--- config.mk ---
export PLATFORM = sky130hd
export DESIGN_NAME = casc_intc
export DESIGN_NICKNAME = d
export VERILOG_FILES = /design/src/rtl/casc_pkg.sv /design/src/rtl/casc_prio_enc.sv /design/src/rtl/casc_core.sv /design/src/rtl/casc_intc.sv
export SDC_FILE = /design/constraint.sdc
export NUM_CORES = 1
export LEC_CHECK = 0
export ABC_AREA = 1
export BUFFER_PORTS_ARGS = -buffer_cell sky130_fd_sc_hd__buf_2
export CORE_MARGIN = 3
export CORE_UTILIZATION = 60
export DETAILED_ROUTE_END_ITERATION = 10
export HOLD_SLACK_MARGIN = 0.08
export PLACE_DENSITY = 0.8
export SLEW_MARGIN = 20
export SYNTH_ARGS = -nofsm -noshare
export SYNTH_HDL_FRONTEND = slang
export SYNTH_HIERARCHICAL = 1
export SYNTH_SLANG_ARGS = --single-unit
export TNS_END_PERCENT = 30
--- constraint.sdc ---
create_clock -name clk -period 2.96 [get_ports clk]
set_input_delay 0.148 -clock clk [delete_from_list [all_inputs] [get_ports clk]]
set_output_delay 0.148 -clock clk [all_outputs]
set_load 0.02 [all_outputs]
--- src/rtl/casc_pkg.sv ---
package casc_pkg;
   localparam int CORES     = 2;
   localparam int MASTER_ID = 0;
   localparam int SLAVE_ID  = 1;

   typedef enum logic [1:0] {
      PATH_MSPUR = 2'd0,
      PATH_LOCAL = 2'd1,
      PATH_CASC  = 2'd2,
      PATH_SSPUR = 2'd3
   } ack_path_e;
endpackage

--- src/rtl/casc_prio_enc.sv ---
module casc_prio_enc #(
   parameter int N  = 8,
   parameter int LW = $clog2(N)
) (
   input  logic [N-1:0]  vec,
   output logic          any,
   output logic [LW-1:0] idx
);
   always_comb begin
      any = |vec;
      idx = '0;
      for (int i = N - 1; i >= 0; i--) begin
         if (vec[i]) idx = LW'(i);
      end
   end
endmodule

--- src/rtl/casc_core.sv ---
module casc_core #(
   parameter int N  = 8,
   parameter int LW = $clog2(N)
) (
   input  logic          clk,
   input  logic          rst_n,
   input  logic          lvl_we,
   input  logic [LW-1:0] lvl_line,
   input  logic          lvl_val,
   input  logic [N-1:0]  inj,
   input  logic          ack_en,
   input  logic [LW-1:0] ack_line,
   input  logic          eoi,
   output logic          pend,
   output logic [LW-1:0] pend_line
);
   logic [N-1:0]  lvl, irr, isr;
   logic [N-1:0]  set_m, clr_m, eoi_m, irr_nxt, isr_nxt;
   logic          req_any, srv_any;
   logic [LW-1:0] req_idx, srv_idx;

   casc_prio_enc #(.N(N), .LW(LW)) u_req_enc (.vec(irr), .any(req_any), .idx(req_idx));
   casc_prio_enc #(.N(N), .LW(LW)) u_srv_enc (.vec(isr), .any(srv_any), .idx(srv_idx));

   always_comb begin
      set_m = inj;
      if (lvl_we && lvl_val && !lvl[lvl_line]) set_m[lvl_line] = 1'b1;
      clr_m = '0;
      if (ack_en) clr_m[ack_line] = 1'b1;
      eoi_m = '0;
      if (eoi && srv_any) eoi_m[srv_idx] = 1'b1;
      // a fresh edge on the acknowledged line wins over the clear
      irr_nxt = (irr & ~clr_m) | set_m;
      isr_nxt = (isr & ~eoi_m) | clr_m;
   end

   always_ff @(posedge clk) begin
      if (!rst_n) begin
         lvl <= '0;
         irr <= '0;
         isr <= '0;
      end else begin
         if (lvl_we) lvl[lvl_line] <= lvl_val;
         irr <= irr_nxt;
         isr <= isr_nxt;
      end
   end

   assign pend      = req_any && (!srv_any || (req_idx < srv_idx));
   assign pend_line = req_idx;

   p_edge_irr_r10: assert property (@(posedge clk) disable iff (!rst_n)
      (lvl_we && lvl_val && !lvl[lvl_line]) |=> irr[$past(lvl_line)]);
   p_ack_isr_r5: assert property (@(posedge clk) disable iff (!rst_n)
      ack_en |=> isr[$past(ack_line)]);
   p_eoi_one_r11: assert property (@(posedge clk) disable iff (!rst_n)
      (eoi && !ack_en && (isr != '0)) |=> ($countones(isr) + 1 == $countones($past(isr))));
   p_idle_quiet_r12: assert property (@(posedge clk) disable iff (!rst_n)
      (irr == '0) |-> !pend);
endmodule

--- src/rtl/casc_intc.sv ---
module casc_intc #(
   parameter int                N         = 8,
   parameter int                NUM_W     = 5,
   parameter int                VEC_W     = 8,
   parameter int                CASC_LINE = 2,
   parameter logic [VEC_W-1:0]  MBASE     = 8'h20,
   parameter logic [VEC_W-1:0]  SBASE     = 8'h28
) (
   input  logic             clk,
   input  logic             rst_n,
   input  logic             req_valid,
   input  logic [NUM_W-1:0] req_num,
   input  logic             req_level,
   input  logic             inta,
   input  logic             eoi_master,
   input  logic             eoi_slave,
   output logic             int_out,
   output logic             vec_valid,
   output logic [VEC_W-1:0] vector
);
   import casc_pkg::*;

   localparam int LW    = $clog2(N);
   localparam int TOTAL = CORES * N;
   localparam logic [VEC_W-1:0] SPUR_OFS = VEC_W'(N - 1);

   if (NUM_W < LW + 1) begin : g_bad_numw
      $error("NUM_W too narrow for %0d lines", TOTAL);
   end
   if ((int'(MBASE) % N) != 0 || (int'(SBASE) % N) != 0) begin : g_bad_base
      $error("vector bases must be aligned to the line count");
   end
   if (CASC_LINE >= N) begin : g_bad_casc
      $error("cascade line out of range");
   end

   logic             core_we   [CORES];
   logic [N-1:0]     core_inj  [CORES];
   logic             core_ack  [CORES];
   logic [LW-1:0]    core_aline[CORES];
   logic             core_eoi  [CORES];
   logic             core_pend [CORES];
   logic [LW-1:0]    core_pline[CORES];

   logic             in_range;
   logic             spend_q;
   logic             casc_hit;
   ack_path_e        path;
   logic [VEC_W-1:0] vec_nxt;

   assign in_range = (int'(req_num) < TOTAL);
   assign core_eoi[MASTER_ID] = eoi_master;
   assign core_eoi[SLAVE_ID]  = eoi_slave;

   for (genvar c = 0; c < CORES; c++) begin : g_core
      assign core_we[c] = req_valid && in_range && (int'(req_num[LW]) == c);
      casc_core #(.N(N), .LW(LW)) u_core (
         .clk      (clk),
         .rst_n    (rst_n),
         .lvl_we   (core_we[c]),
         .lvl_line (req_num[LW-1:0]),
         .lvl_val  (req_level),
         .inj      (core_inj[c]),
         .ack_en   (core_ack[c]),
         .ack_line (core_aline[c]),
         .eoi      (core_eoi[c]),
         .pend     (core_pend[c]),
         .pend_line(core_pline[c])
      );
   end

   // slave pending rise becomes a single edge on the cascade line
   always_comb begin
      core_inj[SLAVE_ID]  = '0;
      core_inj[MASTER_ID] = '0;
      if (core_pend[SLAVE_ID] && !spend_q) core_inj[MASTER_ID][CASC_LINE] = 1'b1;
   end

   always_comb begin
      casc_hit = core_pend[MASTER_ID] && (int'(core_pline[MASTER_ID]) == CASC_LINE);
      core_ack[MASTER_ID]   = inta && core_pend[MASTER_ID];
      core_aline[MASTER_ID] = core_pline[MASTER_ID];
      core_ack[SLAVE_ID]    = inta && casc_hit && core_pend[SLAVE_ID];
      core_aline[SLAVE_ID]  = core_pline[SLAVE_ID];
      if (!core_pend[MASTER_ID])     path = PATH_MSPUR;
      else if (!casc_hit)            path = PATH_LOCAL;
      else if (core_pend[SLAVE_ID])  path = PATH_CASC;
      else                           path = PATH_SSPUR;
      case (path)
         PATH_MSPUR: vec_nxt = MBASE + SPUR_OFS;
         PATH_LOCAL: vec_nxt = MBASE + VEC_W'(core_pline[MASTER_ID]);
         PATH_CASC:  vec_nxt = SBASE + VEC_W'(core_pline[SLAVE_ID]);
         default:    vec_nxt = SBASE + SPUR_OFS;
      endcase
   end

   always_ff @(posedge clk) begin
      if (!rst_n) begin
         spend_q   <= 1'b0;
         vec_valid <= 1'b0;
         vector    <= '0;
      end else begin
         spend_q   <= core_pend[SLAVE_ID];
         vec_valid <= inta;
         if (inta) vector <= vec_nxt;
      end
   end

   assign int_out = core_pend[MASTER_ID];

   p_vec_valid_r9: assert property (@(posedge clk) disable iff (!rst_n)
      inta |=> vec_valid);
   p_vec_quiet_r9: assert property (@(posedge clk) disable iff (!rst_n)
      !inta |=> !vec_valid);
   p_master_spur_r8: assert property (@(posedge clk) disable iff (!rst_n)
      (inta && !core_pend[MASTER_ID]) |=> (vector == MBASE + SPUR_OFS));
   p_casc_vec_r6: assert property (@(posedge clk) disable iff (!rst_n)
      (inta && casc_hit && core_pend[SLAVE_ID])
      |=> (vector == SBASE + VEC_W'($past(core_pline[SLAVE_ID]))));
   p_slave_spur_r7: assert property (@(posedge clk) disable iff (!rst_n)
      (inta && casc_hit && !core_pend[SLAVE_ID]) |=> (vector == SBASE + SPUR_OFS));
   p_fwd_once_r4: assert property (@(posedge clk) disable iff (!rst_n)
      (core_pend[SLAVE_ID] && spend_q) |-> (core_inj[MASTER_ID] == '0));
endmodule

==> reports/qor.txt <==
Status = completed
Final Hold Fails = 0
Clk pwr share = 25.2%
GRT Overall Usage = 22.9%
Post-CTS Setup Bufs = 0
Final WL = 6460 um
Post-synth ARST share = 0%
Worst-case clock buffer depth = 2
Clk sinks = 55
Vias in the first global route = 2,728
Rows = 25
Sequential power share = 50.5%
Cell Area, Synth = 3160 um2
Syn-to-layout area delta = 9.05%
Via Count = 3,019
Num CTS Buffers = 5
Synthesis Warnings = 6
Routed wire per std cell = 11.1 um
GRT Max-Usage Layer = met2
Clock-pin slew on the worst setup and hold paths = 0.09 ns
Final Max Tran Viols = 0
Tightest Pin Transition = 0.735 ns
Final hold slack = 0.146 ns
Setup TNS = 0 ns
PwrDens = 459 nW/um2
Synth Area in Compound Gates = 17.4%
Post-CTS Hold Buffers = 0
Endpoints failing setup = 0
N_diodes = 0
Worst-Skew Late Latency = 0.31 ns
Initial Utilization = 64.4%
Post-Synth Adder-Cell Area = 1.58%
Total global routing overflow = 0
Maximum Capacitance Violations = 0
Proportion of layout cells with a drive suffix above 1 = 12.5%
Leak = 1.52 nW
Largest family of logic cells by synthesized area = simple AND/OR/NAND/NOR gates
Clock Skew = 0.00844 ns
IO Pins = 22
Die width = 78.6 um
Initial antenna violation count = 0
First-pass GRT wire length = 11,700 um
Register area = 1100 um2
F_max = 377 MHz
Crit path arrival time = 2.82 ns
Slew margin rel. = 50.9%
Post-synth top area share = 34.8%
CP Capture Type = flip-flop
Maximum number of pins on one net before global-route repair = 24
VDD IR max = 0.000216 V
Die area = 6180 um2
Via density = 5.20
Met3 usage = 3.44%
Remaining routing DRC violations = 0
P_sw = 0.513 mW
Yosys cell types = 33
Hpwl dp = 4870 um
Fin crit period = 2.65 ns
Logic pwr share = 24.3%
NumNets Final = 530
Simple-gate share of the synthesized area = 33.1%
CTS tree = done
Number of synthesized flops with an enable pin = 0
Max FO, Critical Path = 4
Hold/Removal Path Class = input pin to flip-flop
# fillers = 448
R2R cell count = 17
GR Util met1 = 30.8%
Clk root buf = clkbuf_8
Critical path cell sequence = or2_1 > nor3_2 > nor2_1 > inv_1 > ha_1 > a21oi_1 > nand2_1 > a21boi_1 > nand2_2 > inv_2 > nand3_2 > nor2_1 > nand2_1 > inv_1 > nand2_1 > a21oi_1 > a21oi_1
Internal power = 1.07 mW
Flops & latches, synth = 55
Footprint of the multi-input gates = 1730 um2
Multiplexer share of the synthesized area = 0%
Pre-antenna DRT Iters = 5
Part of the Yosys area used for sequential elements = 34.8%
Syn Area/Cell = 6.59 um2
Routability cong. = 0.852
Die Y-Extent = 78.6 um
CP peak stage delay = 0.32 ns
Sw frac = 32.4%
Crit path kind = flip-flop to flip-flop
Final worst path period share = 89.7%
Required time worst endpoint = 3.13 ns
H-tree depth = 2
Post-DRT Antenna Nets = 0
Largest cells by area after synthesis = dfxtp_1 (35%), nand2_1 (12%), a21oi_1 (12%)
Ys flop type = dfxtp_1
Cell accounting for the most synthesized area = dfxtp_1
Cell count after synthesis = 480
Core Area = 4910 um2
Slowest stage cell, crit path = dfxtp_1
Xor-xnor portion of the synthesized cell area = 0%
PortBufs = 18
Grt met2 use = 38.0%
First DRT Iteration DRCs = 177
Startpoint types = flip-flop
Number of cells on the worst hold path = 3
-- worst paths after layout --
check | from | endpoint | slack (ns)
worst min-delay path | rst_n | spend_q$_SDFF_PN0_ | 0.15
worst max register to register | g_core[0].u_core/isr[6]$_SDFF_PN0_ | g_core[1].u_core/irr[5]$_SDFF_PN0_ | 0.31
worst min register to register | vector[5]$_SDFFE_PN0P_ | vector[5]$_SDFFE_PN0P_ | 0.45
worst max-delay path | g_core[0].u_core/isr[6]$_SDFF_PN0_ | g_core[1].u_core/irr[5]$_SDFF_PN0_ | 0.31
-- flip-flops by register name, summed over array words and instances, names as in the netlist --
register	count
g_core.u_core/lvl	16
vec_valid	1
spend_q	1
g_core.u_core/irr	16
g_core.u_core/isr	16
vector	5
-- power by group through the flow --
stage               Sequential (mW)  Combinational (mW)  Clock, mW
detailed placement            0.818               0.377          0
floorplan                     0.825               0.275          0
global placement              0.816               0.368          0
CTS                           0.801               0.379      0.420
global route                  0.806               0.439      0.443
finish                        0.801               0.385      0.399
-- Yosys cell counts, types with 5 or more instances --
cell,number
inv_1,74
clkbuf_1,6
dfxtp_1,55
nor2_2,5
nand3_1,41
a21oi_1,73
o21ai_0,22
nor3_1,13
nand2_2,6
nor2_1,25
nand4_1,7
nand2_1,101
-- routing by layer --
layer	part of all wire [%]	vias to the layer above
li1	-	1611
met1	50	1319
met2	44	82
met3	5.1	7
met4	1.1	0
met5	0	-
-- critical path: cells and delay by family, from the launching register on --
| kind | cells | cell delay, ns |
|---|---|---|
| flops | 1 | 0.32 |
| compound gates | 4 | 0.56 |
| fa+ha+maj | 1 | 0.24 |
| buf+inv | 3 | 0.30 |
| simple gates | 9 | 1.09 |
-- timing repair --
item | CTS | global route
endpoints found under the setup margin | 0 | 5
resized for setup | 0 | 3
endpoints found under the hold margin | 0 | 0
-- cells in the final DEF (no fill, tap or decap) --
cell type,netlist,routed
nand2_1,101,101
inv_1,74,74
a21oi_1,73,73
dfxtp_1,55,55
nand3_1,41,41
nor2_1,25,24
o21ai_0,22,22
conb_1,1,18
buf_2,2,18
nor3_1,13,12
nand4_1,7,7
buf_4,3,7
nand2_2,6,6
nor2_2,5,6
clkbuf_8,0,5
nor3_2,4,5
nor2_4,4,4
inv_2,4,4
nor4_1,4,4
ha_1,4,4
or2_1,4,4
a31oi_1,4,3
o211ai_1,2,2
inv_6,2,2
o21ai_1,2,2
nand3_2,1,1
nor3b_1,1,1
a21boi_2,1,1
nor2b_1,1,1
clkinv_2,0,1
clkinv_4,0,1
a21boi_1,0,1
nand4_2,1,1
nor2_8,1,1
a31oi_2,0,1
a21boi_0,2,1
-- layout make-up --
| type | count | area share [%] |
|---|---|---|
| flip-flops and latches | 55 | 31.9 |
| multi-input cells | 347 | 50.1 |
| clock buffers | 5 | 1.99 |
| clock inverters | 2 | 0.399 |
| repair buffers | 25 | 4.13 |
| well taps | 67 | 2.43 |
| inverters | 80 | 8.99 |
-- through the flow --
step | std cells | power (mW) | worst slack (ns) | util [%] | area (um2)
floorplan | 497 | 1.10 | 0.119 | - | 3230
global placement | 574 | 1.18 | 0.355 | 68.3 | 3350
detailed placement | 574 | 1.19 | 0.261 | 68.3 | 3350
CTS | 581 | 1.60 | 0.251 | 70.0 | 3440
global route | 581 | 1.69 | -0.0242 | 70.3 | 3450
finish | 581 | 1.58 | 0.305 | 70.3 | 3450
-- cell families (layout without fill, tap and decap cells) --
group / count (synthesis) / in the layout
adder cells (fa/ha/maj): 4 / 4
flip-flops: 55 / 55
buffers and inverters: 95 / 112
other: 1 / 18
AO/OA/AOI/OAI: 106 / 106
AND/OR/NAND/NOR: 219 / 219
Note: power is estimated with default switching activity, not from simulation.
